`config.mk`:
```
export PLATFORM = sky130hd
export DESIGN_NAME = secded_codec
export DESIGN_NICKNAME = d
export VERILOG_FILES = /design/src/rtl/secded_pkg.sv /design/src/rtl/secded_encoder.sv /design/src/rtl/secded_syndrome.sv /design/src/rtl/secded_locate.sv /design/src/rtl/secded_codec.sv
export SDC_FILE = /design/constraint.sdc
export NUM_CORES = 1
export LEC_CHECK = 0
export BUFFER_PORTS_ARGS = -buffer_cell sky130_fd_sc_hd__buf_2
export CORE_MARGIN = 2
export CORE_UTILIZATION = 45
export CTS_CLUSTER_DIAMETER = 120
export DETAILED_ROUTE_END_ITERATION = 12
export HOLD_SLACK_MARGIN = 0.12
export PLACE_DENSITY = 0.76
export SKIP_CTS_REPAIR_TIMING = 1
export SKIP_LAST_GASP = 1
export SLEW_MARGIN = 0
export SYNTH_ARGS = -nofsm -noshare
export SYNTH_HDL_FRONTEND = slang
export SYNTH_SLANG_ARGS = --single-unit
```
`constraint.sdc`:
```
create_clock -name clk -period 2.9 [get_ports clk]
set_input_delay 0.29 -clock clk [delete_from_list [all_inputs] [get_ports clk]]
set_output_delay 0.29 -clock clk [all_outputs]
set_load 0.005 [all_outputs]
```
`src/rtl/secded_pkg.sv`:
```
// Package: code geometry and column generation for the SEC-DED codec.
// Assumes 6 check bits, so 20 weight-3 patterns exist and 16 are used.
package secded_pkg;
    localparam int DATA_W = 16;
    localparam int CHK_W  = 6;
    localparam int CODE_W = DATA_W + CHK_W;
    localparam int COL_WEIGHT = 3;

    // Purpose: count ones in a small value.
    function automatic int popcnt(input int v);
        int n;
        n = 0;
        for (int b = 0; b < CHK_W; b++) n += (v >> b) & 1;
        return n;
    endfunction

    // Purpose: two complementary pairs left out so each row covers 8 data bits.
    function automatic bit is_reserved(input int v);
        return (v == 7) || (v == 11) || (v == 52) || (v == 56);
    endfunction

    // Purpose: column of data bit idx in the parity-check matrix.
    function automatic logic [CHK_W-1:0] data_col(input int idx);
        int n;
        logic [CHK_W-1:0] col;
        n   = 0;
        col = '0;
        for (int v = 0; v < (1 << CHK_W); v++) begin
            if (popcnt(v) == COL_WEIGHT && !is_reserved(v)) begin
                if (n == idx) col = CHK_W'(v);
                n++;
            end
        end
        return col;
    endfunction

    // Purpose: data bits that feed check bit row.
    function automatic logic [DATA_W-1:0] row_mask(input int row);
        logic [DATA_W-1:0] m;
        logic [CHK_W-1:0]  c;
        m = '0;
        for (int i = 0; i < DATA_W; i++) begin
            c = data_col(i);
            m[i] = c[row];
        end
        return m;
    endfunction
endpackage

```
`src/rtl/secded_encoder.sv`:
```
// Module: combinational check-bit generator; one XOR tree per check bit.
// Assumes the row masks from secded_pkg; no state.
module secded_encoder
    import secded_pkg::*;
(
    input  logic [DATA_W-1:0] data_i,
    output logic [CHK_W-1:0]  check_o
);
    for (genvar r = 0; r < CHK_W; r++) begin : g_row
        localparam logic [DATA_W-1:0] MASK = row_mask(r);
        // Purpose: reduce the selected data bits for this row.
        always_comb check_o[r] = ^(data_i & MASK);
    end
endmodule

```
`src/rtl/secded_syndrome.sv`:
```
// Module: recomputes check bits from received data and compares them with
// the received check bits. Assumes layout {check, data}.
module secded_syndrome
    import secded_pkg::*;
(
    input  logic [CODE_W-1:0] code_i,
    output logic [CHK_W-1:0]  syndrome_o
);
    logic [CHK_W-1:0] recomputed;

    secded_encoder u_enc (
        .data_i  (code_i[DATA_W-1:0]),
        .check_o (recomputed)
    );

    // Purpose: a mismatch in row r sets syndrome bit r.
    always_comb syndrome_o = recomputed ^ code_i[CODE_W-1:DATA_W];
endmodule

```
`src/rtl/secded_locate.sv`:
```
// Module: maps a syndrome to a data flip mask and the two status flags.
// Assumes odd-weight columns: even nonzero syndromes are never correctable.
module secded_locate
    import secded_pkg::*;
(
    input  logic [CHK_W-1:0]  syndrome_i,
    output logic [DATA_W-1:0] flip_o,
    output logic              corrected_o,
    output logic              uncorrectable_o
);
    logic [DATA_W-1:0] hit_data;
    logic [CHK_W-1:0]  hit_chk;
    logic              nonzero;
    logic              odd;
    logic              any_hit;

    for (genvar i = 0; i < DATA_W; i++) begin : g_dcol
        localparam logic [CHK_W-1:0] COL = data_col(i);
        // Purpose: match the syndrome against data column i.
        always_comb hit_data[i] = (syndrome_i == COL);
    end

    for (genvar j = 0; j < CHK_W; j++) begin : g_ccol
        localparam logic [CHK_W-1:0] UNIT = CHK_W'(1) << j;
        // Purpose: match the syndrome against check column j.
        always_comb hit_chk[j] = (syndrome_i == UNIT);
    end

    // Purpose: classify the syndrome and build the flip mask.
    always_comb begin
        nonzero         = |syndrome_i;
        odd             = ^syndrome_i;
        any_hit         = (|hit_data) | (|hit_chk);
        corrected_o     = odd & any_hit;
        uncorrectable_o = nonzero & ~(odd & any_hit);
        flip_o          = hit_data;
    end
endmodule

```
`src/rtl/secded_codec.sv`:
```
// Module: SEC-DED codec top. Combinational encoder; decoder result is
// registered with one cycle of latency. Synchronous active-low reset.
module secded_codec
    import secded_pkg::*;
(
    input  logic              clk,
    input  logic              rst_n,
    input  logic [15:0]       enc_data_i,
    output logic [21:0]       enc_code_o,
    input  logic              dec_valid_i,
    input  logic [21:0]       dec_code_i,
    output logic              dec_valid_o,
    output logic [15:0]       dec_data_o,
    output logic              dec_corrected_o,
    output logic              dec_uncorrectable_o
);
    logic [CHK_W-1:0]  enc_check;
    logic [CHK_W-1:0]  dec_syndrome;
    logic [DATA_W-1:0] dec_flip;
    logic              dec_corr_c;
    logic              dec_uncorr_c;

    secded_encoder u_encoder (
        .data_i  (enc_data_i),
        .check_o (enc_check)
    );

    // Purpose: assemble the outgoing codeword.
    always_comb enc_code_o = {enc_check, enc_data_i};

    secded_syndrome u_syndrome (
        .code_i     (dec_code_i),
        .syndrome_o (dec_syndrome)
    );

    secded_locate u_locate (
        .syndrome_i      (dec_syndrome),
        .flip_o          (dec_flip),
        .corrected_o     (dec_corr_c),
        .uncorrectable_o (dec_uncorr_c)
    );

    // Purpose: register decoder results; hold them while no word arrives.
    always_ff @(posedge clk) begin
        if (!rst_n) begin
            dec_valid_o         <= 1'b0;
            dec_data_o          <= '0;
            dec_corrected_o     <= 1'b0;
            dec_uncorrectable_o <= 1'b0;
        end else begin
            dec_valid_o <= dec_valid_i;
            if (dec_valid_i) begin
                dec_data_o          <= dec_code_i[DATA_W-1:0] ^ dec_flip;
                dec_corrected_o     <= dec_corr_c;
                dec_uncorrectable_o <= dec_uncorr_c;
            end
        end
    end
endmodule

```
==> reports/metrics.csv <==
metric,value,unit
leak pwr,1.04,nW
synth warn,0,
Worst Path Arrival,2.91,ns
r2r setup slk,2.08,ns
Mean Syn Cell Area,8.33,sq um
element type at the critical path end,flop,
share of the synthesized area in the top cell type,0.276,
Mapped Area,0.00197,sq mm
Via density,4.91,
minimum clock period,2.73,ns
WL final,4.48,mm
final hold viol count,0,
adder-cell area share of the yosys netlist,0.0509,
maximum number of buffers from clock root to sink,2,
global-route wire length before repair,7.01,mm
clock sink count,19,
P&R area growth vs syn,22.5,%
power per cell area,628,mW/mm^2
"FFs w/ async S/R, synth",0,
ANT cells,0,
Worst Min Path Start,rst_n,
antenna violations before repair,0,
WHS Path Cells,3,
Synth area leader,xnor2_1,
CTS tree,yes,
total congestion overflow,0,
Core Box Area,0.00429,sq mm
post-synthesis simple-gate area fraction,0.117,
clk_lat worst skew,0.25,ns
CTS Buf Count,3,
"Seq/Total Area, Yosys",0.194,
R2R depth,3,
fillers,409,
worst hold-check path type,input port to flop,
post-synthesis xor/xnor area fraction,0.401,
Required @ worst endpoint,3.08,ns
final design utilization,0.561,
Routed WL per cell,12.5,microns
Chip Height,70.1,microns
post-placement cell count,355,
"CTS clk-pin slew, worst paths",0.07,ns
vias,1761,
Detailed Routing Iterations Pass 1,4,
reg2reg start,dec_uncorrectable_o,
Synth area leaders,"xnor2_1 (28%), dfxtp_1 (19%), xor2_1 (8.5%)",
Max H-tree Level,1,
crit start category,input port,
ys flop type,dfxtp_1,
Top Ports,82,
Gate Count Post-Synth,236,
DP HPWL,3.82,mm
period utilization,0.940,
largest net degree at the start of global routing,39,
clock root buffer,clkbuf_8,
all-layer global routing usage,0.174,
Final #Nets,357,
max_cap viols,0,
Die X,70.1,microns
hold path endpoint,dec_data_o[7],
Slew @ Worst Pin,0.557,ns
Synth top cells by count,"xnor2_1 (62), a21oi_1 (19), dfxtp_1 (19), xor2_1 (19), buf_4 (16)",
Post-synth EDFFs,0,
most frequent cell after synthesis,xnor2_1,
Synth Area in Compound Gates,0.139,
Netlist cell types,37,
Setup CP Type,input port to flop,
reg-to-reg endpoint,dec_uncorrectable_o,
Final Non-Filler Cells,359,
critical-path maximum fanout,4,
status,finished clean,
post-synthesis mux area share,0.0108,
unrepaired setup endpoints after global routing,no,
Seq cells post-synth,19,
vias in the first global route,1591,
port buffer count,81,
Critical Path Start,dec_code_i[11],
DRC viols,0,
Finish-stage setup viols,0,
clk_skew,0,ns
main combinational cell family by area after synthesis,XOR/XNOR gates,
die area,0.00491,sq mm
share of cells above drive strength 1,0.332,
Initial Util,0.458,
Max Slew Vio Count,0,
ANT nets after route,0,
syn nets,285,
fmax,367,MHz
relative slew slack,0.627,
Max VDD drop,249,uV
Placement Cell Area,0.00235,sq mm
drt first-iter violations,55,
final design instance area without fill,0.00241,sq mm
num rows,24,
gpl congestion,0.887,
layout make-up:
class	instances	area, sq um	share of cell area
clock inverters	1	5.00	0.00208
flip-flops and latches	19	380	0.158
repair buffers	90	473	0.196
clock buffers	3	41.3	0.0172
multi-input cells	188	1420	0.590
inverters	6	22.5	0.00936
well taps	52	65.1	0.0270
sequential cells by signal (all words and copies together), names as in the netlist:
register,flops
dec_corrected_o,1
dec_valid_o,1
dec_uncorrectable_o,1
dec_data_o,16
routing by layer:
layer | vias to the layer above | track usage | part of all wire
met5 | - | 0 | 0
met4 | 0 | 0.0513 | 0.010
met3 | 4 | 0.00722 | 0.046
met2 | 59 | 0.322 | 0.52
met1 | 786 | 0.218 | 0.42
li1 | 912 | - | -
cell families (layout without fill, tap and decap cells):
kind of cell,after synthesis,after routing
compound gates,45,45
xor+xnor,85,85
fa+ha+maj,8,8
buf+inv,29,100
flops,19,19
mux,2,2
simple gates,48,48
cells in the final DEF, fill, tap and decap left out, types with 2 or more instances in the layout:
cell type  count
a211oi_1       8
a21oi_1       19
a31oi_1        2
buf_2         81
buf_4          9
clkbuf_8       3
dfxtp_1       19
ha_1           8
inv_1          5
nand2_1       12
nand2b_1       2
nand3_1       13
nor2_1        13
o21ai_0       10
or2_2          2
xnor2_1       62
xor2_1        18
xor2_2         2
worst max path at each step:
stage | end | slack, ns | depth (start not counted)
final | dec_uncorrectable_o | 0.17 | 14
after global routing | dec_uncorrectable_o | 0.02 | 14
after CTS | dec_uncorrectable_o | 0.21 | 14
after detailed placement | dec_uncorrectable_o | -0.04 | 14
after global placement | dec_uncorrectable_o | 0.09 | 14
after floorplan | dec_uncorrectable_o | 0.38 | 13
worst max-delay path, stage by stage:
cell,delay (ns)
buf_2,0.13
xor2_1,0.17
xnor2_1,0.34
xnor2_1,0.15
xnor2_1,0.30
inv_1,0.12
ha_1,0.25
nor2_1,0.18
a2bb2oi_1,0.24
mux2_1,0.17
o21bai_1,0.08
a2bb2oi_2,0.14
nand4bb_1,0.19
a21oi_1,0.15
per-stage QoR:
stage	power (W)	hold WS [ns]	setup slack, ns	TNS (ns)
2_1_floorplan	0.00103	0.463	0.383	0
4_1_cts	0.00152	0.343	0.213	0
5_1_grt	0.00163	0.366	0.0247	0
6_report	0.00151	0.353	0.174	0
3_5_place_dp	0.00133	0.476	-0.0447	-0.0447
3_3_place_gp	0.00130	0.467	0.0906	0
power breakdown:
group          switching [W]  internal (W)  total (W)
combinational       0.000531      0.000486    0.00102
clock              0.0000898     0.0000955   0.000185
sequential         0.0000150      0.000294   0.000309
(Power assumes the default switching activity.)
